$ cat src/rtl/brs_pkg.sv
package brs_pkg;

  typedef enum logic [1:0] {
    SEQ_IDLE = 2'd0,
    SEQ_WAIT = 2'd1,
    SEQ_DATA = 2'd2,
    SEQ_GAP  = 2'd3
  } seq_state_e;

  typedef enum logic [1:0] {
    ORD_LINEAR = 2'b00,
    ORD_GRP8   = 2'b01,
    ORD_GRP16  = 2'b10,
    ORD_GRP32  = 2'b11
  } burst_order_e;

  // packed so that bit 3 maps to address bit 18, bits 1:0 to 16:15
  typedef struct packed {
    logic         rdy_with_data;
    logic         rise_edge;
    burst_order_e order;
  } seq_cfg_t;

  localparam int CFG_FIELD_LSB = 15;
  localparam int CFG_FIELD_W   = $bits(seq_cfg_t);
  localparam int BLK_BITS      = 6;
  localparam int GRP_MIN_BITS  = 3;
  localparam int GRP_VARIANTS  = 3;

  localparam seq_cfg_t CFG_DEFAULT = '{
    rdy_with_data: 1'b1,
    rise_edge:     1'b1,
    order:         ORD_LINEAR
  };

endpackage

$ cat src/rtl/brs_cfg_reg.sv
module brs_cfg_reg
  import brs_pkg::*;
(
  input  logic     clk,
  input  logic     rst_n,
  input  logic     wr,
  input  logic     adv_n,
  input  logic     busy,
  input  seq_cfg_t wdata,
  output seq_cfg_t cfg
);

  logic load;

  // writes land only between bursts and never on a strobe edge
  assign load = wr && adv_n && !busy;

  always_ff @(posedge clk or negedge rst_n) begin
    if (!rst_n) begin
      cfg <= CFG_DEFAULT;
    end else if (load) begin
      cfg <= wdata;
    end
  end


  cfg_hold_busy_chk: assert property (@(posedge clk) disable iff (!rst_n)
    (wr && busy) |=> $stable(cfg));


  cfg_load_idle_chk: assert property (@(posedge clk) disable iff (!rst_n)
    (wr && adv_n && !busy) |=> (cfg == $past(wdata)));

endmodule

$ cat src/rtl/brs_ptr_step.sv
module brs_ptr_step
  import brs_pkg::*;
#(
  parameter int AW = 22
) (
  input  logic [AW-1:0]       cur_ptr,
  input  burst_order_e        order,
  input  logic [BLK_BITS-1:0] served,
  output logic [AW-1:0]       lin_next,
  output logic [AW-1:0]       wrap_next,
  output logic                blk_end,
  output logic                grp_last
);

  logic [AW-1:0]           cand [GRP_VARIANTS];
  logic [GRP_VARIANTS-1:0] last_vec;

  assign lin_next = cur_ptr + AW'(1);
  assign blk_end  = &cur_ptr[BLK_BITS-1:0];

  // one wrap candidate per group size: low bits roll, high bits frozen
  for (genvar g = 0; g < GRP_VARIANTS; g++) begin : g_grp
    localparam int B = GRP_MIN_BITS + g;
    assign cand[g]     = {cur_ptr[AW-1:B], cur_ptr[B-1:0] + B'(1)};
    assign last_vec[g] = (served == BLK_BITS'((1 << B) - 1));
  end

  always_comb begin
    wrap_next = lin_next;
    grp_last  = 1'b0;
    unique case (order)
      ORD_GRP8: begin
        wrap_next = cand[0];
        grp_last  = last_vec[0];
      end
      ORD_GRP16: begin
        wrap_next = cand[1];
        grp_last  = last_vec[1];
      end
      ORD_GRP32: begin
        wrap_next = cand[2];
        grp_last  = last_vec[2];
      end
      default: begin
        wrap_next = lin_next;
        grp_last  = 1'b0;
      end
    endcase
  end

endmodule

$ cat src/rtl/brs_seq_ctrl.sv
module brs_seq_ctrl
  import brs_pkg::*;
#(
  parameter int AW          = 22,
  parameter int WAIT_CYCLES = 7
) (
  input  logic                clk,
  input  logic                rst_n,
  input  logic                adv_n,
  input  logic [AW-1:0]       addr_in,
  input  logic                stop,
  input  burst_order_e        order,
  input  logic [AW-1:0]       lin_next,
  input  logic [AW-1:0]       wrap_next,
  input  logic                blk_end,
  input  logic                grp_last,
  output logic [AW-1:0]       ptr,
  output logic [BLK_BITS-1:0] served,
  output logic                valid,
  output logic                valid_pred,
  output logic                busy
);

  localparam int WCW = (WAIT_CYCLES < 2) ? 1 : $clog2(WAIT_CYCLES);
  localparam logic [WCW-1:0] WC_LAST = WCW'(WAIT_CYCLES - 1);

  seq_state_e          state, state_n;
  logic [AW-1:0]       ptr_n;
  logic [WCW-1:0]      wcnt, wcnt_n;
  logic [BLK_BITS-1:0] served_n;
  logic                is_wrap;

  assign is_wrap = (order != ORD_LINEAR);

  always_comb begin
    state_n  = state;
    ptr_n    = ptr;
    wcnt_n   = wcnt;
    served_n = served;
    if (!adv_n) begin
      state_n  = SEQ_WAIT;
      ptr_n    = addr_in;
      wcnt_n   = '0;
      served_n = '0;
    end else if (stop && state != SEQ_IDLE) begin
      state_n = SEQ_IDLE;
    end else begin
      unique case (state)
        SEQ_WAIT: begin
          if (wcnt == WC_LAST) state_n = SEQ_DATA;
          else                 wcnt_n  = wcnt + WCW'(1);
        end
        SEQ_DATA: begin
          if (is_wrap) begin
            if (grp_last) begin
              state_n = SEQ_IDLE;
            end else begin
              ptr_n    = wrap_next;
              served_n = served + BLK_BITS'(1);
            end
          end else if (blk_end) begin
            state_n = SEQ_GAP;
          end else begin
            ptr_n = lin_next;
          end
        end
        SEQ_GAP: begin
          state_n = SEQ_DATA;
          ptr_n   = lin_next;
        end
        default: state_n = SEQ_IDLE;
      endcase
    end
  end

  always_ff @(posedge clk or negedge rst_n) begin
    if (!rst_n) begin
      state  <= SEQ_IDLE;
      ptr    <= '0;
      wcnt   <= '0;
      served <= '0;
    end else begin
      state  <= state_n;
      ptr    <= ptr_n;
      wcnt   <= wcnt_n;
      served <= served_n;
    end
  end

  // look-ahead used for early ready: assumes no stop and no new strobe
  always_comb begin
    unique case (state)
      SEQ_WAIT: valid_pred = (wcnt == WC_LAST);
      SEQ_DATA: valid_pred = is_wrap ? !grp_last : !blk_end;
      SEQ_GAP:  valid_pred = 1'b1;
      default:  valid_pred = 1'b0;
    endcase
  end

  assign valid = (state == SEQ_DATA);
  assign busy  = (state != SEQ_IDLE);


  strobe_capture_chk: assert property (@(posedge clk) disable iff (!rst_n)
    !adv_n |=> (state == SEQ_WAIT && ptr == $past(addr_in) && !valid));


  linear_step_chk: assert property (@(posedge clk) disable iff (!rst_n)
    (!is_wrap && valid && adv_n && !stop && ptr[BLK_BITS-1:0] != '1)
      |=> (valid && ptr == $past(ptr) + AW'(1)));


  block_gap_chk: assert property (@(posedge clk) disable iff (!rst_n)
    (!is_wrap && valid && adv_n && !stop && ptr[BLK_BITS-1:0] == '1)
      |=> (!valid && $stable(ptr)));


  wrap_block_chk: assert property (@(posedge clk) disable iff (!rst_n)
    (is_wrap && busy && adv_n) |=> $stable(ptr[AW-1:BLK_BITS]));


  pred_hit_chk: assert property (@(posedge clk) disable iff (!rst_n)
    (valid_pred && adv_n && !stop) |=> valid);


  pred_miss_chk: assert property (@(posedge clk) disable iff (!rst_n)
    (!valid_pred && adv_n) |=> !valid);


  stop_idle_chk: assert property (@(posedge clk) disable iff (!rst_n)
    (stop && adv_n && busy) |=> !busy);

endmodule

$ cat src/rtl/brs_edge_out.sv
module brs_edge_out #(
  parameter int AW = 22
) (
  input  logic          clk,
  input  logic          rst_n,
  input  logic          rise_edge,
  input  logic [AW-1:0] addr_c,
  input  logic          rdy_c,
  output logic [AW-1:0] arr_addr,
  output logic          rdy
);

  logic [AW-1:0] addr_fall;
  logic          rdy_fall;

  // half-cycle retiming stage for the falling-edge setting
  always_ff @(negedge clk or negedge rst_n) begin
    if (!rst_n) begin
      addr_fall <= '0;
      rdy_fall  <= 1'b0;
    end else begin
      addr_fall <= addr_c;
      rdy_fall  <= rdy_c;
    end
  end

  assign arr_addr = rise_edge ? addr_c : addr_fall;
  assign rdy      = rise_edge ? rdy_c  : rdy_fall;

endmodule

$ cat src/rtl/burst_addr_seq.sv
module burst_addr_seq
  import brs_pkg::*;
#(
  parameter int ADDR_W      = 22,
  parameter int WAIT_CYCLES = 7
) (
  input  logic              clk,
  input  logic              rst_n,
  input  logic              adv_n,
  input  logic [ADDR_W-1:0] addr_in,
  input  logic              cfg_wr,
  input  logic              burst_stop,
  output logic [ADDR_W-1:0] arr_addr,
  output logic              rdy
);

  seq_cfg_t            cfg;
  seq_cfg_t            cfg_wdata;
  logic [ADDR_W-1:0]   ptr, lin_next, wrap_next;
  logic [BLK_BITS-1:0] served;
  logic                blk_end, grp_last;
  logic                valid, valid_pred, busy;
  logic                rdy_c;

  assign cfg_wdata = seq_cfg_t'(addr_in[CFG_FIELD_LSB +: CFG_FIELD_W]);

  brs_cfg_reg u_cfg (
    .clk   (clk),
    .rst_n (rst_n),
    .wr    (cfg_wr),
    .adv_n (adv_n),
    .busy  (busy),
    .wdata (cfg_wdata),
    .cfg   (cfg)
  );

  brs_ptr_step #(.AW(ADDR_W)) u_step (
    .cur_ptr   (ptr),
    .order     (cfg.order),
    .served    (served),
    .lin_next  (lin_next),
    .wrap_next (wrap_next),
    .blk_end   (blk_end),
    .grp_last  (grp_last)
  );

  brs_seq_ctrl #(.AW(ADDR_W), .WAIT_CYCLES(WAIT_CYCLES)) u_ctrl (
    .clk        (clk),
    .rst_n      (rst_n),
    .adv_n      (adv_n),
    .addr_in    (addr_in),
    .stop       (burst_stop),
    .order      (cfg.order),
    .lin_next   (lin_next),
    .wrap_next  (wrap_next),
    .blk_end    (blk_end),
    .grp_last   (grp_last),
    .ptr        (ptr),
    .served     (served),
    .valid      (valid),
    .valid_pred (valid_pred),
    .busy       (busy)
  );

  assign rdy_c = cfg.rdy_with_data ? valid : valid_pred;

  brs_edge_out #(.AW(ADDR_W)) u_out (
    .clk       (clk),
    .rst_n     (rst_n),
    .rise_edge (cfg.rise_edge),
    .addr_c    (ptr),
    .rdy_c     (rdy_c),
    .arr_addr  (arr_addr),
    .rdy       (rdy)
  );

endmodule

$ cat config.mk
export PLATFORM = sky130hd
export DESIGN_NAME = burst_addr_seq
export DESIGN_NICKNAME = d
export VERILOG_FILES = /design/src/rtl/brs_pkg.sv /design/src/rtl/brs_cfg_reg.sv /design/src/rtl/brs_ptr_step.sv /design/src/rtl/brs_seq_ctrl.sv /design/src/rtl/brs_edge_out.sv /design/src/rtl/burst_addr_seq.sv
export SDC_FILE = /design/constraint.sdc
export NUM_CORES = 1
export LEC_CHECK = 0
export ABC_AREA = 1
export BUFFER_PORTS_ARGS = -buffer_cell sky130_fd_sc_hd__buf_2
export CAP_MARGIN = 20
export CORE_MARGIN = 2
export CORE_UTILIZATION = 54
export DETAILED_ROUTE_END_ITERATION = 8
export GPL_TIMING_DRIVEN = 0
export PLACE_DENSITY = 0.85
export RECOVER_POWER = 100
export SETUP_SLACK_MARGIN = 0.15
export SYNTH_ARGS = -nofsm -noshare
export SYNTH_HDL_FRONTEND = slang
export SYNTH_HIERARCHICAL = 1
export SYNTH_SLANG_ARGS = --single-unit
export TNS_END_PERCENT = 10
$ cat constraint.sdc
create_clock -name clk -period 1.69 [get_ports clk]
set_clock_uncertainty 0.1 [all_clocks]
set_input_delay 0.169 -clock clk [delete_from_list [all_inputs] [get_ports clk]]
set_output_delay 0.169 -clock clk [all_outputs]
set_load 0.05 [all_outputs]
---- Yosys cells after proc, flatten, opt, wreduce, memory -nomap -nowiden ----
Cells that the tools add are included.
Widths: inputs -> output; s select.
storage, ports and cells
  register bits after elaboration ......... 60
  input port bits ......................... 27
  logic and storage cells ................. 88
operators by class
  add/sub/neg operators ................... 6
  equality and inequality tests ........... 25
  muxes and demuxes ....................... 29
  reductions and logical operators ........ 16
operator list
  cell                   count
  $mux 22                6
  $pmux 22 s3            1
  $pmux 22 s2            1
  $mux 6                 5
  $add 22x1->22 const B  1
  $ne 4x4->1 const B     5
  $mux 2                 6
  $mux 3                 4
  $reduce_and 6->1       2
  $eq 2x2->1 const B     4
  $reduce_and 4->1       2
  $reduce_and 7->1       1
  $add 3x1->3 const B    2
  $add 6x1->6 const B    1
  $eq 6x3->1 const B     1
  $eq 6x4->1 const B     1
  $eq 6x5->1 const B     1
  $ne 2x1->1 const B     3
  $ne 2x2->1 const B     3
  $pmux 1 s3             2
  $pmux 2 s3             1
  $reduce_and 3->1       2
  $add 5x1->5 const B    1
  $ne 5x2->1 const B     1
  11 further kinds       19

---- Depth between registers and ports, before layout ----
Gate-level depths: netlist of run 1.
  depth after elaboration ................. 7
  depth in mapped cells ................... 14

---- Hierarchy ----
Netlist of run 1, hierarchy kept.
modules (own cells, without submodules)
  module          times used  cells an instance  area an instance (um^2)
  brs_seq_ctrl    1           340                2270.9
  brs_ptr_step    1           187                942.2
  brs_edge_out    1           97                 875.8
  brs_cfg_reg     1           18                 171.4
  burst_addr_seq  1           4                  15.0

==> results of run 1 <==
report_power, final:
group | switching (uW) | leakage (uW) | internal, uW | total (uW)
sequential | 760 | 0.000745 | 2050 | 2810
clock | 565 | 0.000102 | 745 | 1310
combinational | 3790 | 0.00202 | 2260 | 6050
sequential cells by signal, indices dropped and copies added (netlist names):
name	count
u_ctrl/ptr	22
u_out/addr_fall	22
u_ctrl/served	6
u_cfg/cfg	4
u_ctrl/wcnt	3
u_ctrl/state	2
u_out/rdy_fall	1
Yosys cell counts (all sizes together):
cell | number | area share (%)
nor2 | 32 | 4.4
dfrtp | 35 | 20
nand2 | 321 | 29
ha | 4 | 1.2
dfstp | 2 | 1.2
inv | 57 | 5.0
or2 | 2 | 0.29
dfrtn | 23 | 13
a21oi | 1 | 0.12
nor4 | 1 | 0.15
buf | 16 | 2.6
clkinv | 1 | 0.088
xnor2 | 5 | 1.0
xor2 | 12 | 3.0
o21ai | 39 | 4.6
nand3 | 49 | 6.3
nand4 | 7 | 1.0
nand3b | 25 | 4.4
and2 | 4 | 0.59
clkbuf | 10 | 0.94
what timing repair did:
item / 4_1_cts / 5_1_grt
gates cloned: 1 / 1
endpoints found under the setup margin: 76 / 79
pin swaps: 22 / 21
endpoints found under the hold margin: 12 / 0
buffers inserted: 9 / 6
hold buffers: 5 / 0
resized for setup: 78 / 41
stage by stage:
stage          cell area, um2  hold slack (ps)  std cells  power [uW]
2_1_floorplan            4330             -227        646        6590
3_3_place_gp             4700              321        797        7570
3_5_place_dp             4720              141        798        7780
4_1_cts                  5280            0.641        829        9810
5_1_grt                  5430             24.3        836       10800
6_report                 5430             29.8        836       10200
worst min-delay path: cells and delay by family:
family	cells	cell delay [ps]
simple gates	4	200
buf+inv	1	80
layer usage:
layer,share of wire [%],GRT usage [%]
met5,0,0
met4,1.8,11.6
met3,6.5,4.92
met2,51,49.5
met1,41,36.3
logic make-up after synthesis:
| family | synth area share [%] |
|---|---|
| AND/OR/NAND/NOR | 46.3 |
| adder cells (fa/ha/maj) | 1.17 |
| XOR/XNOR | 4.01 |
| flip-flops | 35.2 |
| buffers and inverters | 8.66 |
| AO/OA/AOI/OAI | 4.68 |
cell type report:
class                      count  area (um2)
tap                          102         128
buffer                        26         174
fill                         619        2260
sequential                    60        1510
clock buffer                  16         201
multi-input combinational    502        2580
timing repair buffer          72         616
inverter                      58         220
cell usage in the layout (no fill, tap or decap), types with 2 or more instances in the layout:
cell type                       Yosys  layout
sky130_fd_sc_hd__buf_2              6      30
sky130_fd_sc_hd__dfstp_2            2       2
sky130_fd_sc_hd__nor2_2             3       4
sky130_fd_sc_hd__xor2_1             9       9
sky130_fd_sc_hd__inv_2              3       3
sky130_fd_sc_hd__dlygate4sd3_1      0       5
sky130_fd_sc_hd__clkbuf_8           0      12
sky130_fd_sc_hd__dfrtn_1           23      23
sky130_fd_sc_hd__nor2_4             6       7
sky130_fd_sc_hd__nand2_4            3      11
sky130_fd_sc_hd__ha_1               4       3
sky130_fd_sc_hd__nand2_1          311     279
sky130_fd_sc_hd__buf_6              2      31
sky130_fd_sc_hd__nor2_1            22      20
sky130_fd_sc_hd__dfrtp_1           35      28
sky130_fd_sc_hd__xnor2_1            5       5
sky130_fd_sc_hd__dfrtp_2            0       7
sky130_fd_sc_hd__xor2_2             3       3
sky130_fd_sc_hd__o21ai_1            2       3
sky130_fd_sc_hd__nand3b_1          25      25
sky130_fd_sc_hd__nand3_1           44      42
sky130_fd_sc_hd__nand3_2            5       6
sky130_fd_sc_hd__and2_1             4       4
sky130_fd_sc_hd__nand4_1            7       7
sky130_fd_sc_hd__inv_1             54      53
sky130_fd_sc_hd__nand2_2            7      31
sky130_fd_sc_hd__clkbuf_2           2       3
sky130_fd_sc_hd__buf_8              0       5
sky130_fd_sc_hd__clkbuf_1           8      11
sky130_fd_sc_hd__buf_4              8      16
sky130_fd_sc_hd__o21ai_0           37      36
worst min-delay path by stage:
stage	start	to	slack, ps	cells after the start
3_3_place_gp	addr_in[17]	u_cfg/cfg[2]	320	3
2_1_floorplan	rst_n	u_cfg/cfg[0]	-230	0
4_1_cts	addr_in[5]	u_ctrl/ptr[5]	0.6	5
6_report	addr_in[21]	u_ctrl/ptr[21]	30	5
3_5_place_dp	rst_n	u_ctrl/ptr[13]	140	1
5_1_grt	addr_in[15]	u_cfg/cfg[0]	20	3
==> metrics list, run 1 <==
- DP Worst Slack: -999 ps
- In this run the vertical extent of the chip is 93.0 um.
- Capture instance of the worst register-to-register path: u_out/rdy_fall
- In this run, synthesis produced a sequential element count of 60.
- Most prevalent standard cell on the critical path: sky130_fd_sc_hd__nand2_2
- The first routing iteration left 305 violations.
* Run status: finished, violations left
* Distinct cells, synth: 33
* Post-route ant nets: 0
- Wires add up to 12300 um.
- Max-capacitance violation count: 0
- First-pass GRT wire length: 19600 um
* Setup repair after global routing missed its margin: yes
* Startpoint of the worst register-to-register path: u_ctrl/served[3]
- Buffer type at the clock tree root: sky130_fd_sc_hd__clkbuf_8
- Synthesis handed over a netlist of 646 instances.
- The largest individual stage delay along the critical path comes from the cell sky130_fd_sc_hd__dfrtp_2.
- The area growth from synthesis to layout is 27.0%.
- Average via count per standard cell: 5.37
- When the netlist entered floorplanning its net count stood at 677.
- The worst setup path is captured at a flip-flop.
- The checks that failed: negative setup slack.
- Setup violations remaining at the end of the flow were counted as 57.
- Following the worst setup path forward leads to its endpoint at u_out/rdy_fall.
- For this configuration, the core starts out at a cell density of 55.6%.
* Setup crit start kind: flip-flop
* Clock net sink count: 60
- Adding up every negative setup slack in the final design gives -27130 ps.
- Pin placement for this block handled 50 I/O pins.
- In the routed design, unresolved DRC markers number 0.
- Required time worst endpoint: 920 ps
- Register-to-Register Setup Slack: -900 ps
* Latest clock arrival within the worst-skew pair: 350 ps
* Highest ir drop seen on vdd: 0.711 mV
- Cell family with most CP delay: simple AND/OR/NAND/NOR gates
- Clock tree from TritonCTS: done
- Critical path depth in cells: 8
* Number of endpoints with negative hold slack in the final report: 0
* Critical path origin: u_ctrl/served[3]
- Syn avg cell area: 6.62 um2
* Worst relative slew slack: 26.7%
- For this design the static power due to leakage is 0.00287 uW.
* Count of H-tree levels built during CTS: 3
* Antenna violations before repair: 0
* Number of cell rows: 32
- Half-perimeter wire length after detailed placement: 8070 um
- Measured slew at the worst slew-check pin: 1100 ps
* Maximum clock insertion buffer count: 2
- The die is 93.0 um wide.
- Min-delay worst type: in2reg
- Max-slew violations: 0
* Number of cell instances on the worst register-to-register path: 8
- Overall track demand over capacity in global routing: 28.9%
* Start-to-end type of the worst setup path: reg2reg
- Synthesized cell area: 0.00428 mm2
- The signal on the critical path passes through xnor2_1 -> nand4_1 -> nor4_4 -> nand2_1 -> nand3_2 -> nand2_2 -> nand2_2 -> nand2_4.
* First-pass detailed-route iteration total: 5
* Max Fanout on Critical Path: 2
- CP bufs+invs: 0
- Weighted congestion at the end of routability-driven global placement: 0.943
- Number of buffers inserted during clock tree synthesis: 9
- For this run, the slowest stage of the critical path takes 420 ps.
- Input/output buffers: 49
* Data arrival time of the worst path: 1820 ps
* Antenna diode instance count: 0
- Via count of the first global-routing pass: 4252
- For this block, the via count after detailed routing is 4486.
- Final routed wire length divided by cell count: 14.7 um
* Power per cell area: 1870 mW/mm2
- At the end of the flow, the number of nets in the layout was 760.
- Largest net degree at the start of global routing: 32
* Count of synthesis-stage warnings from yosys: 6
* Final core utilization: 70.6%
- In the post-route analysis, the smallest setup slack over all paths is -900 ps.
- Proportion of layout cells with a drive suffix above 1: 24.3%
* Total Die Area: 0.00865 mm2
- The share of the Yosys chip area taken by registers is 35.2%.
* Core ar.: 0.00769 mm2
* Clock edge transition at the registers on the reported setup and hold paths: 70 ps
- Global-route congestion overflow total: 0
Note: power is estimated with default switching activity, not from simulation.
==> run 2: changes to the inputs <==
CORE_MARGIN = 5   (was 2)
==> metrics list, run 2 (synthesized netlist as in run 1, its figures left out) <==
- Number of placed instances, taps included: 798
- Setup repair after global routing could not meet its margin everywhere.
- The worst hold path was traced through 3 stages.
- Total of endpoints with negative setup slack in the final report: 71
- Clock net sink count: 60
* Number of endpoints with negative hold slack in the final report: 0
- Cell Count, Final, Fillers Out: 838
- Synthesis-to-finish area growth: 26.9%
- The number of antenna diodes in the final layout is 0.
- After the first detailed-routing iteration, the DRC count stood at 390.
- Setup crit start kind: flip-flop
* Vertical die dimension: 99.0 um
- Average via count per standard cell: 5.33
- Overall via count from detail_route: 4467
- The worst register-to-register path ends at u_out/rdy_fall.
* Total Die Area: 0.00980 mm2
- The count of buffers added on input and output ports is 49.
* Startpoint of the worst register-to-register path: u_cfg/cfg[1]
- Across all register-to-register paths, the minimum setup slack is -850 ps.
* Failing checks: negative setup slack
* Delay contributed by the slowest stage of the critical path: 460 ps
- Routability-driven placement finished with a final weighted congestion of 0.930.
* Post-route ant nets: 0
- The longest clock path from root to sink contains 2 buffers.
* Min-delay worst type: in2reg
- IR analysis of the VDD net gives a maximum drop of 0.766 mV.
- In this run the power density over the cells is 1870 mW/mm2.
* Wire length after detailed routing: 12100 um
- Critical path origin: u_cfg/cfg[1]
- Among all stages on the critical path, the largest delay is contributed by sky130_fd_sc_hd__dfrtp_2.
- TritonCTS built the clock tree.
- Cells with a size suffix above 1 make up 25.1% of the layout.
- Effective utilization at floorplan: 55.3%
- Max-slew violations: 0
- Number of cell instances on the worst register-to-register path: 8
- Slack of the critical path: -849 ps
- Largest net degree at the start of global routing: 36
- In the final layout, the registers with the most flip-flops are u_ctrl/ptr (22), u_out/addr_fall (22), u_ctrl/served (6).
* Type of element capturing the critical path: flip-flop
* Most prevalent standard cell on the critical path: sky130_fd_sc_hd__nand2_1
- Start-to-end type of the worst setup path: reg2reg
- Most common cell after layout, fill and taps aside: sky130_fd_sc_hd__nand2_1
- Highest-count cells in the layout ignoring fill and taps: sky130_fd_sc_hd__nand2_1 (275), sky130_fd_sc_hd__inv_1 (53), sky130_fd_sc_hd__nand3_1 (44)
- Counting both buffers and inverters, the worst setup path holds a total of 0.
* Via count of the first global-routing pass: 4245
* Half-perimeter wire length after detailed placement: 8020 um
* Static leakage: 0.00287 uW
* Data arrival time of the worst path: 1760 ps
- Cell family with most CP delay: simple AND/OR/NAND/NOR gates
* Count of H-tree levels built during CTS: 3
- Across the run, the number of max-cap violations was 0.
- Critical path depth in cells: 8
- After floorplanning, the core was sized to cover 0.00773 mm2.
* Destination of the critical timing path: u_out/rdy_fall
* Latest clock arrival within the worst-skew pair: 340 ps
- Max Fanout on Critical Path: 5
* Required time worst endpoint: 910 ps
* Antenna violations before repair: 0
- Before antenna repair, the detailed router went through 5 iterations.
- At the pin with the least slew margin, the transition time is 830 ps.
- Final routed wire length divided by cell count: 14.4 um
* I/O pin count: 50
* Number of cell rows: 32
* Overall track demand over capacity in global routing: 24.5%
- Smallest hold slack: 8.73 ps
* Final net count: 763
- Clock edge transition at the registers on the reported setup and hold paths: 70 ps
- X dimension of the die: 99.0 um
- Series of cell instances along the critical path: xnor2_2 -> nand4_1 -> nor4_4 -> nand2_1 -> nand3_2 -> nand2_1 -> nand2_1 -> nand2_2
- Post-route DRC violation count: 0
* Run status: finished, violations left
- The first global-routing pass estimated 19500 um of wire.
* Worst relative slew slack: 44.5%
- For this run the aggregate overflow at the end of global routing stands at 0.
* Buffer type at the clock tree root: sky130_fd_sc_hd__clkbuf_8
* Number of buffers inserted during clock tree synthesis: 9
run 2: power by group:
| part | switching (uW) | internal, uW | total [uW] |
|---|---|---|---|
| Combinational | 3760 | 2280 | 6030 |
| Clock | 542 | 775 | 1320 |
| Sequential | 745 | 2060 | 2800 |
run 2: worst min-delay path by stage:
stage	startpoint	endpoint	slack [ps]
CTS	addr_in[15]	u_cfg/cfg[0]	10
global route	addr_in[15]	u_cfg/cfg[0]	10
finish	addr_in[15]	u_cfg/cfg[0]	9
floorplan	rst_n	u_cfg/cfg[0]	-230
detailed placement	rst_n	u_ctrl/served[2]	120
global placement	addr_in[17]	u_cfg/cfg[2]	320
run 2: metrics by stage:
step                TNS (ps)  power [uW]  area [um2]  setup slack [ps]  utilization, %
finish                -27390       10200        5430              -849            70.2
global route          -38190       10800        5430              -964            70.2
CTS                   -20130        9920        5380              -811            69.6
detailed placement    -14720        7770        4720             -1050            61.1
global placement      -23700        7570        4700              -981            60.8
floorplan              -6040        6590        4330              -627               -
run 2: cell type report:
type | count | area (um2)
timing repair buffer | 75 | 632
multi-input combinational | 502 | 2550
buffer | 26 | 174
inverter | 58 | 218
sequential | 60 | 1520
tap | 102 | 128
fill | 614 | 2300
clock buffer | 15 | 208
run 2: routing by layer:
layer | share of wire, % | global-route usage, %
met1 | 41 | 29.8
met2 | 50 | 41.9
met3 | 7.2 | 5.80
met4 | 1.8 | 9.03
met5 | 0 | 0
run 2: worst register-to-register path: cells and delay by family, from the launching register on:
kind             cells  cell delay, ps
AND/OR/NAND/NOR      7             790
XOR/XNOR             1             160
flip-flops           1             460
run 2: what timing repair did:
| action | 4_1_cts | 5_1_grt |
|---|---|---|
| endpoints found under the setup margin | 76 | 96 |
| setup buffers | 15 | 1 |
| gates cloned | 2 | 1 |
| resized for setup | 103 | 30 |
| pin swaps | 32 | 19 |
| hold buffers | 6 | 0 |
| hold endpoints to repair | 20 | 0 |
==> run 3: changes to the inputs <==
CORE_UTILIZATION = 30   (was 54)
PLACE_DENSITY = 0.55   (was 0.85)
==> metrics list, run 3 (synthesized netlist as in run 1, its figures left out) <==
* Grt met1 use: 20.8%
* Fill cell total of the finished layout: 1501
- Number of buffers inserted during clock tree synthesis: 9
- Core ar.: 0.0139 mm2
- Final net count: 754
- Total of endpoints with negative setup slack in the final report: 69
- Most common cell after layout, fill and taps aside: sky130_fd_sc_hd__nand2_1
- The tightest min-delay check is of the in2reg type.
* Vertical die dimension: 129 um
* Post-route ant nets: 0
- The flow ran to the end, but the final reports show violations.
- Measured slew at the worst slew-check pin: 1530 ps
- Highest-count cells in the layout ignoring fill and taps: sky130_fd_sc_hd__nand2_1 (295), sky130_fd_sc_hd__inv_1 (54), sky130_fd_sc_hd__nand3_1 (40)
- Overall track demand over capacity in global routing: 15.3%
- Hold timing on the final database bottoms out at a slack of 8.26 ps.
* Critical path origin: u_cfg/cfg[1]
- The clock tree synthesis step divided the H-tree into 3 levels.
* Required time worst endpoint: 940 ps
- Number of placed instances, taps included: 875
- Average via count per standard cell: 4.50
- Max-capacitance violation count: 1
- Before CTS, the worst setup slack after placement is -976 ps.
- The first global-routing pass estimated 20000 um of wire.
- Setup crit start kind: flip-flop
* Maximum clock insertion buffer count: 2
- Summed over all layers, the global routing overflow is 0.
- I/O pin count: 50
- In the final layout, the share of cells above drive strength 1 is 22.1%.
- The worst setup path is captured at a flip-flop.
- The initial utilization of the core area, before any placement, comes to 30.7%.
- Clock network fraction of design power: 17.8%
- Worst relative slew slack: -2.10%
* Failing checks: max-capacitance violations, max-slew violations, negative setup slack
- For met2 alone, demand over resource in global routing was 24.3%.
- The analysis attributes to net switching a power of 4990 uW.
- Setup repair after global routing could not meet its margin everywhere.
* Number of endpoints with negative hold slack in the final report: 0
- CTS saw 60 sinks.
- Summed over all layers, the routed wires come to 12000 um.
- Data arrival time of the worst path: 1610 ps
* Max Fanout on Critical Path: 5
* Latest clock arrival within the worst-skew pair: 340 ps
- X dimension of the die: 129 um
- Layer carrying the most global-route usage: met2
- Synthesis-to-finish area growth: 29.6%
- The die covers 0.0167 mm2.
- Final routed wire length divided by cell count: 13.2 um
- The count of buffers added on input and output ports is 49.
- The first detailed-routing pass ran for 4 iterations.
* Slack of the critical path: -665 ps
- The number of antenna diodes in the final layout is 0.
- Net switching is 47.7% of the power.
* Launch point of the worst hold path: addr_in[16]
* Overall via count from detail_route: 4084
- Cell Count, Final, Fillers Out: 908
- The detailed router finished its first iteration with 266 violations.
- Share of power burned in registers: 26.7%
- Startpoint of the worst register-to-register path: u_cfg/cfg[1]
- Clock tree from TritonCTS: done
* Final core utilization: 39.8%
* Largest net degree at the start of global routing: 61
* Hold Buf Count CTS: 3
* Power per cell area: 1890 mW/mm2
* Static leakage: 0.00290 uW
- IR analysis of the VDD net gives a maximum drop of 0.725 mV.
- The number of global-route vias before repair came to 3976.
- The floorplan has 43 rows.
* Max-slew violations: 61
- Antenna violations before repair: 0
- After clock tree synthesis, the clock-pin slew on the worst setup and hold paths is 50 ps.
* Register-to-Register Setup Slack: -660 ps
* Biggest registers after layout: u_ctrl/ptr (22), u_out/addr_fall (22), u_ctrl/served (6)
* Share of total power in combinational logic: 55.5%
- Post-route DRC violation count: 0
- The setup path with the least slack is of type reg2reg.
* Buffer type at the clock tree root: sky130_fd_sc_hd__clkbuf_16
- Weighted congestion at the end of routability-driven global placement: 0.852
* Met3 global-route usage: 3.96%
* Half-perimeter wire length after detailed placement: 8620 um
- The internal portion of the total power is 5480 uW.
==> run 3: cell count changes in the layout (fill, tap and decap cells not counted), moves of 4 or more <==
cell                        delta
sky130_fd_sc_hd__clkbuf_16     +8
sky130_fd_sc_hd__clkbuf_8     -11
sky130_fd_sc_hd__nand2_1      +20
sky130_fd_sc_hd__nand2_2      -22
sky130_fd_sc_hd__nand3_1       -4
sky130_fd_sc_hd__o21ai_0      +10
sky130_fd_sc_hd__o21ai_1      -11
==> run 3: power groups by stage <==
stage / clock (uW) / sequential, uW / combinational [uW]
floorplan: 0 / 2560 / 4030
global placement: 0 / 2790 / 4980
detailed placement: 0 / 2810 / 5000
CTS: 1900 / 2810 / 5770
global route: 1970 / 2910 / 6470
finish: 1860 / 2800 / 5810
==> run 3: per-stage QoR <==
stage | setup TNS, ps | power [uW] | instance area (um2)
final | -22380 | 10500 | 5540
after global placement | -28530 | 7780 | 4800
after floorplan | -6040 | 6590 | 4330
after detailed placement | -14610 | 7810 | 4800
after global routing | -35720 | 11300 | 5540
after CTS | -16200 | 10500 | 5480
==> run 3: final cells by class <==
cell class                      instances  area [um2]  share of cell area, %
Buffer                                 26         170                   3.07
Clock buffer                           12         256                   4.63
Clock inverter                          4        47.5                  0.858
Inverter                               58         218                   3.93
Multi-Input combinational cell        502        2550                   46.1
Sequential cell                        60        1510                   27.3
Tap cell                              180         225                   4.06
Timing Repair Buffer                   66         559                   10.1
==> run 3: worst paths after layout <==
| path | to | cells after the start |
|---|---|---|
| max in group asynchronous | u_out/addr_fall[3] | 1 |
| min in group asynchronous | u_ctrl/ptr[16] | 1 |
| worst min-delay path | u_cfg/cfg[1] | 3 |
| worst min register to register | u_cfg/cfg[3] | 2 |
| worst max-delay path | u_out/rdy_fall | 8 |
| worst max register to register | u_out/rdy_fall | 8 |
==> run 3: layer usage <==
layer / share of wire [%] / wire (um) / vias up
met1: 50 / 5960 / 1860
li1: - / - / 2157
met4: 0.96 / 115 / 0
met5: 0 / 0 / -
met2: 46 / 5470 / 57
met3: 3.7 / 443 / 10
==> run 3: what timing repair did <==
item	in CTS	in global routing
setup buffers	9	5
gates resized for setup	88	19
pin swaps	15	11
endpoints found under the setup margin	76	79
hold endpoints to repair	37	35
==> run 3: worst max-delay path, cell delays in order (launching register included) <==
cell and delay (ps):
sky130_fd_sc_hd__dfrtp_2 440, sky130_fd_sc_hd__xnor2_1 160, sky130_fd_sc_hd__nand4_1 120, sky130_fd_sc_hd__nor4_2 190, sky130_fd_sc_hd__nand2_1 100, sky130_fd_sc_hd__nand3_2 80, sky130_fd_sc_hd__nand2_1 50, sky130_fd_sc_hd__nand2_1 70
sky130_fd_sc_hd__nand2_2 50
